## config.mk

```make
export PLATFORM = sky130hd
export DESIGN_NAME = hcb_ctrl
export DESIGN_NICKNAME = d
export VERILOG_FILES = /design/src/rtl/hcb_pkg.sv /design/src/rtl/hcb_window.sv /design/src/rtl/hcb_qualify.sv /design/src/rtl/hcb_fsm.sv /design/src/rtl/hcb_ctrl.sv
export SDC_FILE = /design/constraint.sdc
export NUM_CORES = 1
export LEC_CHECK = 0
export CAP_MARGIN = 10
export CORE_MARGIN = 2
export CORE_UTILIZATION = 40
export DETAILED_ROUTE_END_ITERATION = 8
export PLACE_DENSITY = 0.78
export SLEW_MARGIN = 10
export SYNTH_ARGS = -nofsm -noshare
export SYNTH_HDL_FRONTEND = slang
export SYNTH_HIERARCHICAL = 1
export SYNTH_SLANG_ARGS = --single-unit
export TNS_END_PERCENT = 50
```

## constraint.sdc

```tcl
create_clock -name clk -period 3.2 [get_ports clk]
set_input_delay 0.96 -clock clk [delete_from_list [all_inputs] [get_ports clk]]
set_output_delay 0.96 -clock clk [all_outputs]
set_load 0.05 [all_outputs]
```

## src/rtl/hcb_pkg.sv

```systemverilog
package hcb_pkg;

    typedef enum logic [1:0] {
        ST_OFF  = 2'd0,
        ST_IDLE = 2'd1,
        ST_POS  = 2'd2,
        ST_NEG  = 2'd3
    } band_state_t;

endpackage

```

## src/rtl/hcb_window.sv

```systemverilog
module hcb_window #(
    parameter int W        = 16,
    parameter int BAND_LSB = 256
) (
    input  logic signed [W-1:0] i_meas,
    input  logic signed [W-1:0] ref_smp,
    output logic                below,
    output logic                above
);
    localparam int XW = W + 2;
    localparam logic signed [XW-1:0] BAND_X = $signed(XW'(BAND_LSB));

    logic signed [XW-1:0] ref_x;
    logic signed [XW-1:0] cur_x;
    logic signed [XW-1:0] upper;
    logic signed [XW-1:0] lower;

    always_comb begin
        ref_x = {{2{ref_smp[W-1]}}, ref_smp};
        cur_x = {{2{i_meas[W-1]}}, i_meas};
        upper = ref_x + BAND_X;
        lower = ref_x - BAND_X;
        below = cur_x < lower;
        above = cur_x > upper;
    end

endmodule

```

## src/rtl/hcb_qualify.sv

```systemverilog
module hcb_qualify #(
    parameter int W        = 16,
    parameter int DEAD_LSB = 77,
    parameter int ARM_LSB  = 13824
) (
    input  logic signed [W-1:0] ref_smp,
    input  logic signed [W-1:0] vdc_meas,
    output logic                armed,
    output logic                dead
);
    localparam int XW = W + 1;
    localparam logic signed [XW-1:0] DEAD_X = $signed(XW'(DEAD_LSB));
    localparam logic signed [XW-1:0] ARM_X  = $signed(XW'(ARM_LSB));

    logic signed [XW-1:0] ref_x;
    logic signed [XW-1:0] mag;
    logic signed [XW-1:0] vdc_x;

    always_comb begin
        ref_x = {ref_smp[W-1], ref_smp};
        vdc_x = {vdc_meas[W-1], vdc_meas};
        mag   = (ref_x < 0) ? -ref_x : ref_x;
        dead  = mag <= DEAD_X;
        armed = vdc_x > ARM_X;
    end

endmodule

```

## src/rtl/hcb_fsm.sv

```systemverilog
module hcb_fsm
    import hcb_pkg::*;
(
    input  logic clk,
    input  logic rst,
    input  logic smp_valid,
    input  logic armed,
    input  logic dead,
    input  logic below,
    input  logic above,
    output logic gate_pos,
    output logic gate_neg
);
    band_state_t state;
    band_state_t nxt;

    function automatic band_state_t pick(input band_state_t held,
                                         input logic d, input logic b,
                                         input logic a);
        band_state_t r;
        if (d)      r = ST_IDLE;
        else if (b) r = ST_POS;
        else if (a) r = ST_NEG;
        else        r = held;
        return r;
    endfunction

    always_ff @(posedge clk) begin
        if (rst) state <= ST_OFF;
        else     state <= nxt;
    end

    always_comb begin
        nxt = state;
        unique case (state)
            ST_OFF: begin
                if (!armed)         nxt = ST_OFF;
                else if (smp_valid) nxt = pick(ST_IDLE, dead, below, above);
                else                nxt = ST_IDLE;
            end
            ST_IDLE, ST_POS, ST_NEG: begin
                if (!armed)         nxt = ST_OFF;
                else if (smp_valid) nxt = pick(state, dead, below, above);
                else                nxt = state;
            end
            default: nxt = ST_OFF;
        endcase
    end

    always_comb begin
        gate_pos = 1'b0;
        gate_neg = 1'b0;
        unique case (state)
            ST_POS:           gate_pos = 1'b1;
            ST_NEG:           gate_neg = 1'b1;
            ST_OFF, ST_IDLE:  ;
            default:          ;
        endcase
    end

endmodule

```

## src/rtl/hcb_ctrl.sv

```systemverilog
module hcb_ctrl #(
    parameter int W        = 16,
    parameter int BAND_LSB = 256,
    parameter int DEAD_LSB = 77,
    parameter int ARM_LSB  = 13824
) (
    input  logic                clk,
    input  logic                rst,
    input  logic signed [W-1:0] i_meas,
    input  logic signed [W-1:0] ref_smp,
    input  logic                smp_valid,
    input  logic signed [W-1:0] vdc_meas,
    output logic                gate_pos,
    output logic                gate_neg
);
    logic below, above, armed, dead;

    hcb_window #(.W(W), .BAND_LSB(BAND_LSB)) u_window (
        .i_meas (i_meas),
        .ref_smp(ref_smp),
        .below  (below),
        .above  (above)
    );

    hcb_qualify #(.W(W), .DEAD_LSB(DEAD_LSB), .ARM_LSB(ARM_LSB)) u_qualify (
        .ref_smp (ref_smp),
        .vdc_meas(vdc_meas),
        .armed   (armed),
        .dead    (dead)
    );

    hcb_fsm u_fsm (
        .clk      (clk),
        .rst      (rst),
        .smp_valid(smp_valid),
        .armed    (armed),
        .dead     (dead),
        .below    (below),
        .above    (above),
        .gate_pos (gate_pos),
        .gate_neg (gate_neg)
    );

endmodule

```

==> run_results.csv, run 1 <==
group,metric,value,unit
setup_path,worstPathArrival,3.25,ns
die,fp.dieH,61.7,um
setup_path,reg2reg_depth,3,
logic_synthesis,synthCells,190,
grt,grt_first_pass_wirelength,6.57,mm
power,ir_drop,0.190,mV
logic_synthesis,synth-edff-count,0,
place,dp.final_hpwl,3.32,mm
power,pwr_density_cell,160,mW/mm2
drt,drc,0,
timing,tightestPinTransition,0.496,ns
die,fp.dieArea,0.00381,mm2
power,power,0.371,mW
worst_hold_path,min_delay_path_depth,2,
drt,wire_per_inst,13.5,um
clocking,root_buffer,"clkbuf_4",
clocking,clock_sinks,2,
grt,grt_pass1_vias,1626,
clocking,cts_tree,"yes",
setup_path,path_common_cell,"nor3_2",
logic_synthesis,synth_top_area_cell,"ha_1",
timing,timing.final.crit_share,98.3,%
die,initial_core_util,43.0,%
setup_path,start_kind,"input pin",
logic_synthesis,synth_area,0.00133,mm2
setup_path,cp_slowest_cell,"clkdlybuf4s50_1",
drt,drtIter0Drc,70,
setup_path,rrSetupSlack,2.17,ns
die,rows,20,
timing,fin_crit,3.15,ns
timing,slew_violations,0,
layout,num-nets-final,359,
clocking,clock_latency,0.22,ns
grt,use_met1,28.9,%
clocking,cts_buffers,3,
drt,viasPerCell,5.37,
worst_hold_path,holdPathEnd,"u_fsm/state[1]",
worst_hold_path,min-delay-start,"u_fsm/state[1]",
logic_synthesis,ys_top_cells_by_count,"ha_1, nand2_1, nor2_1, inv_1, a21oi_1",
timing,rsz0062_at_grt,"yes",
layout,drive_above_1_share,26.6,%
logic_synthesis,synth_ff_type,"dfxtp_1",
logic_synthesis,avgSynthCellArea,7.02,um2
setup_path,critPathKind,"input pin to register",
outcome,outcome,"finished clean",
logic_synthesis,ys_seq_area_share,3.00,%
grt,grt-ovfl-total,0,
setup_path,timing.rr.start,"u_fsm/state[1]",
logic_synthesis,yosysMostFrequentCell,"ha_1",
setup_path,cp_slowest_stage_delay,0.48,ns
clocking,path_clk_slew,0.03,ns
grt,grtUsageMet3,1.86,%
setup_path,crit_buf_inv,2,
timing,slew_headroom,66.8,%
clocking,clock_path_buffers,2,
logic_synthesis,ys.warnings.count,6,
logic_synthesis,netlist.area_leader.share,26.3,%
grt,grt_busiest_layer,"met2",
place,port_buffers,52,
die,core,0.00310,mm2
setup_path,path_delay_family,"compound AO/OA/AOI/OAI gates",
timing,hold_viol,0,
grt,grt_util_met2,39.4,%
drt,routed_wl,4.36,mm
layout,top_register,"u_fsm/state",
logic_synthesis,synth-async-reset-ratio,0,%
layout,seq_area,40.0,um2
clocking,cts_max_level,1,
setup_path,cp-end-kind,"register",
setup_path,critPathMaxFanout,3,
job,max_cap_violations,0,
layout,syn2layout_area_growth,73.7,%
timing,setup_viol,0,
drt,vias,1730,
logic_synthesis,synthTopCellsByArea,"ha_1, xor2_1, nand2_1, nor2_1, a21oi_1",
logic_synthesis,syn-num-nets,269,
drt,ant_nets,0,
grt,antenna_found_initial,0,
timing,fin_skew,0.000983,ns
drt,detailedRoute.firstPassIterationCount,4,
layout,fillCellCount,256,
timing,max_freq,318,MHz
grt,groute.usage.overall,22.4,%
clocking,cts-hold-fix-buffers,0,
setup_path,cp_cell_sequence,"clkdlybuf4s50_1 > inv_1 > ha_1 > nand4_1 > nor3_2 > a2111oi_4 > o21a_1 > nor3_2 > or3b_1 > a21oi_2 > a211oi_1",
die,die_w,61.7,um
die,ios,53,
worst_hold_path,hp-class,"register to register",
setup_path,timing.rr.end,"u_fsm/state[0]",
grt,grt_max_degree,18,
logic_synthesis,netlist-cell-type-count,43,
timing,hold_ws,0.508,ns
setup_path,cp_data_required_time,3.30,ns
place,routabilityCongestion,0.859,
power,leakage,1.02,nW
layout,top_regs,"u_fsm/state: 2 flops",
layout,largest_register_ffs,2,
layout,n_antenna_cell,0,
logic_synthesis,ys_ff_latch,2,
layout,multi_input_area,0.00134,mm2
[power breakdown]
part / internal, mW / total [mW] / switching [mW]
registers: 0.0264 / 0.0272 / 0.000860
logic: 0.155 / 0.289 / 0.134
clock network: 0.0413 / 0.0547 / 0.0134
total: 0.222 / 0.371 / 0.149
[kinds of logic after synthesis]
kind of cell | Yosys count | synth area share [%]
and+or+nand+nor | 82 | 33.7
AOI/OAI and AO/OA | 44 | 22.1
adders and majority gates | 28 | 26.3
buffers and inverters | 20 | 5.72
xor gates and xnor gates | 14 | 9.19
DFF | 2 | 3.00
[final cells by class]
class	instances	share of cell area (%)
multi-input cells	168	57.9
flip-flops and latches	2	1.73
clock buffers	3	0.972
repair buffers	89	34.4
well taps	44	2.38
inverters	16	2.59
[cells in the final DEF, fill, tap and decap left out, drive strengths merged, types with 2 or more instances in the layout]
master / Yosys / routed
dlymetal6s2s: 0 / 5
clkbuf: 3 / 4
inv: 16 / 16
a211oi: 3 / 3
ha: 28 / 28
clkdlybuf4s50: 0 / 40
dfxtp: 2 / 2
xnor2: 5 / 5
xor2: 9 / 9
nor2b: 3 / 3
or3b: 2 / 2
nor3: 9 / 9
o21a: 2 / 2
buf: 1 / 41
a31oi: 3 / 3
a21oi: 14 / 14
nor4: 9 / 9
a221oi: 2 / 2
dlygate4sd2: 0 / 2
nand4: 6 / 6
nor2: 17 / 17
a21o: 2 / 2
nand2b: 2 / 2
nand2: 20 / 20
o21ai: 9 / 9
nand3: 8 / 8
[timing repair]
action                     4_1_cts  5_1_grt
setup endpoints to repair        2        2
pin swaps                       14       21
gates resized for setup         31       23
setup buffers                    2        2
[stage by stage]
step | instances | area (um2) | setup WS, ns | util (%) | TNS [ns]
finish | 322 | 2320 | 0.0545 | 74.7 | 0
detailed placement | 315 | 2150 | -0.607 | 69.2 | -1.03
CTS | 320 | 2210 | 0.00502 | 71.3 | 0
global route | 322 | 2320 | -0.0247 | 74.7 | -0.0411
global placement | 315 | 2150 | -0.599 | 69.2 | -0.940
floorplan | 190 | 1340 | 0.0246 | - | 0
[worst max path at each step]
stage,start,end,cells past startpoint
finish,ref_smp[6],u_fsm/state[0],11
global route,ref_smp[8],u_fsm/state[0],13
CTS,ref_smp[1],u_fsm/state[0],12
detailed placement,ref_smp[9],u_fsm/state[0],13
global placement,ref_smp[8],u_fsm/state[0],13
floorplan,ref_smp[10],u_fsm/state[0],13
[worst reg2reg max path: stages (launching register included)]
cell and delay (ns):
dfxtp_1 0.34, or3b_1 0.37, a21oi_2 0.15, a211oi_1 0.05
[per-layer routing]
layer,wire (um),up-vias,share of wire (%)
li1,-,878,-
met1,1880,786,43
met2,2190,60,50
met3,246,6,5.6
met4,43,0,0.99
met5,0,-,0
No activity file was read; power rests on OpenSTA's default activity.
==> inputs of run 2 (changes only) <==
HOLD_SLACK_MARGIN = 0.12   (was unset)
==> results of run 2 <==
Final layout, timing and power as in run 1 (identical DEF).
